## config.mk

```make
export PLATFORM = sky130hd
export DESIGN_NAME = rr_scanner
export DESIGN_NICKNAME = d
export VERILOG_FILES = /design/src/rtl/rr_scan_pkg.sv /design/src/rtl/rr_chan_picker.sv /design/src/rtl/rr_init_timer.sv /design/src/rtl/rr_result_bank.sv /design/src/rtl/rr_scanner.sv
export SDC_FILE = /design/constraint.sdc
export NUM_CORES = 1
export LEC_CHECK = 0
export BUFFER_PORTS_ARGS = -buffer_cell sky130_fd_sc_hd__buf_2
export CAP_MARGIN = 30
export CORE_ASPECT_RATIO = 0.5
export CORE_MARGIN = 1
export CORE_UTILIZATION = 30
export DETAILED_ROUTE_END_ITERATION = 12
export GPL_TIMING_DRIVEN = 0
export HOLD_SLACK_MARGIN = 0.12
export REMOVE_ABC_BUFFERS = 1
export SYNTH_ARGS = -nofsm -noshare
export SYNTH_HDL_FRONTEND = slang
export SYNTH_SLANG_ARGS = --single-unit
export TNS_END_PERCENT = 100
```

## constraint.sdc

```tcl
create_clock -name clk -period 4.05 [get_ports clk]
set_clock_uncertainty 0.1 [all_clocks]
set_input_delay 0.81 -clock clk [delete_from_list [all_inputs] [get_ports clk]]
set_output_delay 0.81 -clock clk [all_outputs]
set_load 0.01 [all_outputs]
```

## src/rtl/rr_scan_pkg.sv

```systemverilog
package rr_scan_pkg;
  typedef enum logic {
    ST_WAIT = 1'b0,
    ST_SCAN = 1'b1
  } seq_state_t;
endpackage

```

## src/rtl/rr_chan_picker.sv

```systemverilog
// Combinational search for the next enabled channel after the current one
// (with wrap) and for the lowest enabled channel.
module rr_chan_picker #(
  parameter int NUM_CH = 8,
  localparam int CH_W = $clog2(NUM_CH)
) (
  input  logic [NUM_CH-1:0] en_i,
  input  logic [CH_W-1:0]   cur_i,
  output logic [CH_W-1:0]   next_o,
  output logic [CH_W-1:0]   low_o,
  output logic              any_o
);
  always_comb begin
    next_o = cur_i;
    for (int k = NUM_CH - 1; k >= 1; k--) begin
      if (en_i[(int'(cur_i) + k) % NUM_CH]) next_o = CH_W'((int'(cur_i) + k) % NUM_CH);
    end
  end

  always_comb begin
    low_o = '0;
    for (int i = NUM_CH - 1; i >= 0; i--) begin
      if (en_i[i]) low_o = CH_W'(i);
    end
  end

  assign any_o = |en_i;
endmodule

```

## src/rtl/rr_init_timer.sv

```systemverilog
// Counts ticks during the wait phase; done pulses on the last one.
module rr_init_timer #(
  parameter int INIT_W = 6,
  localparam int CNT_W = INIT_W + 1
) (
  input  logic              clk,
  input  logic              rst_n,
  input  logic              run_i,
  input  logic              tick_i,
  input  logic [INIT_W-1:0] modulus_i,
  output logic              done_o
);
  logic [CNT_W-1:0] cnt_q;
  logic [CNT_W-1:0] last;

  assign last   = (modulus_i == '0) ? CNT_W'((1 << INIT_W) - 1)
                                    : CNT_W'(modulus_i) - CNT_W'(1);
  assign done_o = run_i && tick_i && (cnt_q == last);

  always_ff @(posedge clk or negedge rst_n) begin
    if (!rst_n)       cnt_q <= '0;
    else if (!run_i)  cnt_q <= '0;
    else if (tick_i)  cnt_q <= done_o ? '0 : cnt_q + CNT_W'(1);
  end
endmodule

```

## src/rtl/rr_result_bank.sv

```systemverilog
// Per-channel result bit and sticky changed flag.
module rr_result_bank #(
  parameter int NUM_CH = 8,
  localparam int CH_W = $clog2(NUM_CH)
) (
  input  logic              clk,
  input  logic              rst_n,
  input  logic              sample_i,
  input  logic [CH_W-1:0]   ch_i,
  input  logic              cmp_i,
  input  logic [NUM_CH-1:0] clr_i,
  output logic [NUM_CH-1:0] result_o,
  output logic [NUM_CH-1:0] changed_o
);
  for (genvar g = 0; g < NUM_CH; g++) begin : g_ch
    logic res_q;
    logic flg_q;
    logic hit;

    assign hit = sample_i && (ch_i == CH_W'(g));

    always_ff @(posedge clk or negedge rst_n) begin
      if (!rst_n) begin
        res_q <= 1'b0;
        flg_q <= 1'b0;
      end else begin
        if (hit) res_q <= cmp_i;
        if (hit && (cmp_i != res_q)) flg_q <= 1'b1;
        else if (clr_i[g])           flg_q <= 1'b0;
      end
    end

    assign result_o[g]  = res_q;
    assign changed_o[g] = flg_q;
  end
endmodule

```

## src/rtl/rr_scanner.sv

```systemverilog
module rr_scanner #(
  parameter int NUM_CH   = 8,
  parameter int INIT_W   = 6,
  parameter int SETTLE_W = 2,
  localparam int CH_W = $clog2(NUM_CH)
) (
  input  logic                clk,
  input  logic                rst_n,
  input  logic                rr_tick_i,
  input  logic                cmp_i,
  input  logic                scan_en_i,
  input  logic                irq_en_i,
  input  logic [NUM_CH-1:0]   chan_en_i,
  input  logic [CH_W-1:0]     fixed_ch_i,
  input  logic                fixed_minus_i,
  input  logic [INIT_W-1:0]   init_mod_i,
  input  logic [SETTLE_W-1:0] settle_i,
  input  logic [NUM_CH-1:0]   flag_clr_i,
  output logic [CH_W-1:0]     plus_sel_o,
  output logic [CH_W-1:0]     minus_sel_o,
  output logic [NUM_CH-1:0]   result_o,
  output logic [NUM_CH-1:0]   changed_o,
  output logic                irq_o
);
  import rr_scan_pkg::*;

  seq_state_t          state_q;
  logic [CH_W-1:0]     cur_q;
  logic [SETTLE_W-1:0] dwell_q;
  logic [CH_W-1:0]     next_ch;
  logic [CH_W-1:0]     low_ch;
  logic                any_en;
  logic                init_done;
  logic                dwell_end;
  logic                sample_stb;

  rr_chan_picker #(.NUM_CH(NUM_CH)) u_picker (
    .en_i   (chan_en_i),
    .cur_i  (cur_q),
    .next_o (next_ch),
    .low_o  (low_ch),
    .any_o  (any_en)
  );

  rr_init_timer #(.INIT_W(INIT_W)) u_timer (
    .clk       (clk),
    .rst_n     (rst_n),
    .run_i     (scan_en_i && (state_q == ST_WAIT)),
    .tick_i    (rr_tick_i),
    .modulus_i (init_mod_i),
    .done_o    (init_done)
  );

  assign dwell_end  = (dwell_q >= settle_i);
  assign sample_stb = scan_en_i && rr_tick_i && (state_q == ST_SCAN)
                      && dwell_end && chan_en_i[cur_q];

  always_ff @(posedge clk or negedge rst_n) begin
    if (!rst_n) begin
      state_q <= ST_WAIT;
      cur_q   <= '0;
      dwell_q <= '0;
    end else if (!scan_en_i) begin
      state_q <= ST_WAIT;
      dwell_q <= '0;
    end else if (rr_tick_i) begin
      case (state_q)
        ST_WAIT: begin
          if (init_done) begin
            state_q <= ST_SCAN;
            cur_q   <= low_ch;
            dwell_q <= '0;
          end
        end
        default: begin
          if (dwell_end) begin
            dwell_q <= '0;
            if (any_en) cur_q <= next_ch;
          end else begin
            dwell_q <= dwell_q + SETTLE_W'(1);
          end
        end
      endcase
    end
  end

  assign plus_sel_o  = fixed_minus_i ? cur_q : fixed_ch_i;
  assign minus_sel_o = fixed_minus_i ? fixed_ch_i : cur_q;

  rr_result_bank #(.NUM_CH(NUM_CH)) u_bank (
    .clk       (clk),
    .rst_n     (rst_n),
    .sample_i  (sample_stb),
    .ch_i      (cur_q),
    .cmp_i     (cmp_i),
    .clr_i     (flag_clr_i),
    .result_o  (result_o),
    .changed_o (changed_o)
  );

  assign irq_o = irq_en_i && (|changed_o);
endmodule

```

==> out/metrics.cfg <==
[floorplan]
die_x_um = 136
num_io_pins = 57
coreArea_mm2 = 0.00874
die_h_um = 69.1
rows = 24
initial_core_util_pct = 30.9
die_area_mm2 = 0.00942

[logic_synthesis]
yosysUniqueCellTypes = 61
synth_area_leaders = dfrtp_1 27%, mux4_2 6.7%, mux2_2 6.2%
synth.most_common_cell = dfrtp_1
yosysWarnings = 0
synth.top_cell.area_share_pct = 26.8
synth_common_cells = 29 x dfrtp_1, 22 x nand2_1, 18 x inv_1
synth_seq_cells = 29
synth-edff-count = 0
synth_area_per_cell_um2 = 9.52
ys_seq_area_share_pct = 26.8
post-synth-top-area-cell = dfrtp_1
syn_area_mm2 = 0.00270
syn_inst = 284
ys.flop_type = dfrtp_1
async_flop_share_pct = 100

[cts]
cts_tree = yes
cts_buffers = 5
h-tree-depth = 2
cts-root-buf = clkbuf_16
insertion_delay_ns = 0.27
postCtsHoldBufs = 0
clkSinkCount = 29
clk_pin_slew_ns = 0.05
clk_path_buf_depth = 2

[hold_path]
hp-class = register to register
holdPathStages = 2

[global_route]
grt_usage_pct = 13.4
grt_pass1_wl_um = 10000
grt_max_degree = 30
grt_pass1_vias = 1980
grt-ovfl-total = 0
antenna_found_initial = 0

[setup_path]
cp_max_fo = 13
r2r-start = cur_q[0]
worst_ep_arrival_time_ns = 3.77
reg2regPathDepth = 9
criticalPathCategory = register to register
startpoint = cur_q[0]
r2r_slack_ns = 0.33
cp-end-kind = register
cp.required_ns = 4.10
start_kind = register
setup.worst_path.end = cur_q[1]
reg2reg_to = cur_q[1]

[placement]
dp_hpwl_um = 4590
gp_congestion = 0.850
port_buffers = 56

[detailed_routing]
vias = 2158
route.detailed.drc = 0
initialDrtViolationCount = 78
viasPerCell = 4.97
ant_nets = 0
dr.pass1.iters = 5
wl_per_cell_um = 13.8
routed_wirelength_um = 6010

[timing]
worst_pin_slew_ns = 0.813
drv_slew = 0
setup_tns_ns = 0
finalSetupViolCount = 0
slew_headroom_pct = 45.8
fmax_mhz = 269
period_minus_slack_ns = 3.72
period_share_pct = 91.8
hold_viol = 0
rsz0062_at_grt = false

[final_layout]
areaGrowthSynthToFinish_pct = 14.7
n_antenna_cell = 0
post-route-util_pct = 35.5
fillers = 883
final_layout_size_suffix_gt1_share_pct = 31.2
fin_nets = 363

[power]
power_leakage_uw = 0.00135
p_total_uw = 997
powerDensity_mw_per_mm2 = 321
ir_drop_v = 0.000134

[status]
status = complete, no violations

[job]
max-cap-violations = 0

[cell families (layout without fill, tap and decap cells)]
family / Yosys count / in the layout / share of synthesized area (%)
and+or+nand+nor: 80 / 80 / 17.9
AOI/OAI and AO/OA: 60 / 60 / 15.6
buffers and inverters: 49 / 82 / 9.72
muxes: 34 / 34 / 17.4
DFF: 29 / 29 / 26.8
xor gates and xnor gates: 20 / 20 / 6.99
adders and majority gates: 12 / 12 / 5.55
[layer usage]
metal / track usage (%) / wire length, um / vias up / share of wire [%]
met3: 1.99 / 142 / 8 / 2.4
li1: - / - / 1097 / -
met4: 4.44 / 74 / 0 / 1.2
met1: 19.9 / 3120 / 1023 / 52
met2: 19.7 / 2680 / 30 / 45
met5: 0 / 0 / - / 0
[power by group]
part           leakage, uW  internal [uW]  switching [uW]
registers         0.000392            299            23.0
clock network    0.0000797            284             122
logic             0.000880            125             143
[stage by stage]
stage	cell area [um2]	setup WS [ns]	hold WS [ns]	cells
floorplan	2510	0.829	0.414	254
global placement	2940	0.182	0.429	427
detailed placement	2940	0.128	0.436	427
CTS	3100	0.0906	0.447	434
global route	3100	0.0707	0.466	434
finish	3100	0.331	0.445	434
[worst max-delay path: stages, from the launching register on]
cell      delay (ns)
dfrtp_2         0.58
inv_1           0.19
ha_1            0.52
mux4_2          0.60
mux2i_1         0.35
nand4_1         0.17
nor4_1          0.43
a211oi_1        0.15
o221ai_1        0.16
mux2_1          0.35
[placed cells by master, fill, tap and decap left out, types with 4 or more instances in the layout]
master | netlist | layout
ha_1 | 12 | 12
a22o_1 | 4 | 4
clkbuf_16 | 0 | 5
mux2_2 | 15 | 15
a21oi_1 | 5 | 5
o22ai_1 | 9 | 9
inv_1 | 18 | 18
nor3_1 | 5 | 5
nor4_1 | 10 | 10
and3_1 | 4 | 4
xnor2_1 | 17 | 17
nor3b_1 | 4 | 4
buf_2 | 3 | 56
nand2_1 | 22 | 22
o21ai_1 | 6 | 6
nor2_1 | 9 | 9
mux2i_1 | 8 | 8
o21ai_0 | 9 | 9
dfrtp_1 | 29 | 27
mux4_2 | 8 | 8
[how the worst min path moves through the flow]
stage                               from                    to
floorplan                          rst_n              cur_q[0]
CTS                 u_bank.g_ch[5].flg_q  u_bank.g_ch[5].flg_q
detailed placement  u_bank.g_ch[3].res_q  u_bank.g_ch[3].res_q
finish              u_bank.g_ch[1].flg_q  u_bank.g_ch[1].flg_q
global placement    u_bank.g_ch[1].res_q  u_bank.g_ch[1].res_q
global route        u_bank.g_ch[3].res_q  u_bank.g_ch[3].res_q
[what timing repair did]
action / CTS / global route
gates resized for setup: 0 / 2
buffers inserted: 0 / 0
endpoints found under the setup margin: 0 / 3
[registers in the layout, indices dropped and copies added (netlist names)]
| name | cells |
|---|---|
| dwell_q | 2 |
| u_bank.g_ch.flg_q | 8 |
| u_bank.g_ch.res_q | 8 |
| state_q | 1 |
| cur_q | 3 |
| u_timer.cnt_q | 7 |
[area by class of cell]
class | count | area, um2 | area share (%)
clock buffers | 5 | 125 | 4.03
clock inverters | 2 | 35.0 | 1.13
inverters | 19 | 71.3 | 2.30
multi-input cells | 206 | 1720 | 55.3
flip-flops and latches | 29 | 728 | 23.5
well taps | 117 | 146 | 4.72
repair buffers | 56 | 280 | 9.04
(Power assumes the default switching activity.)
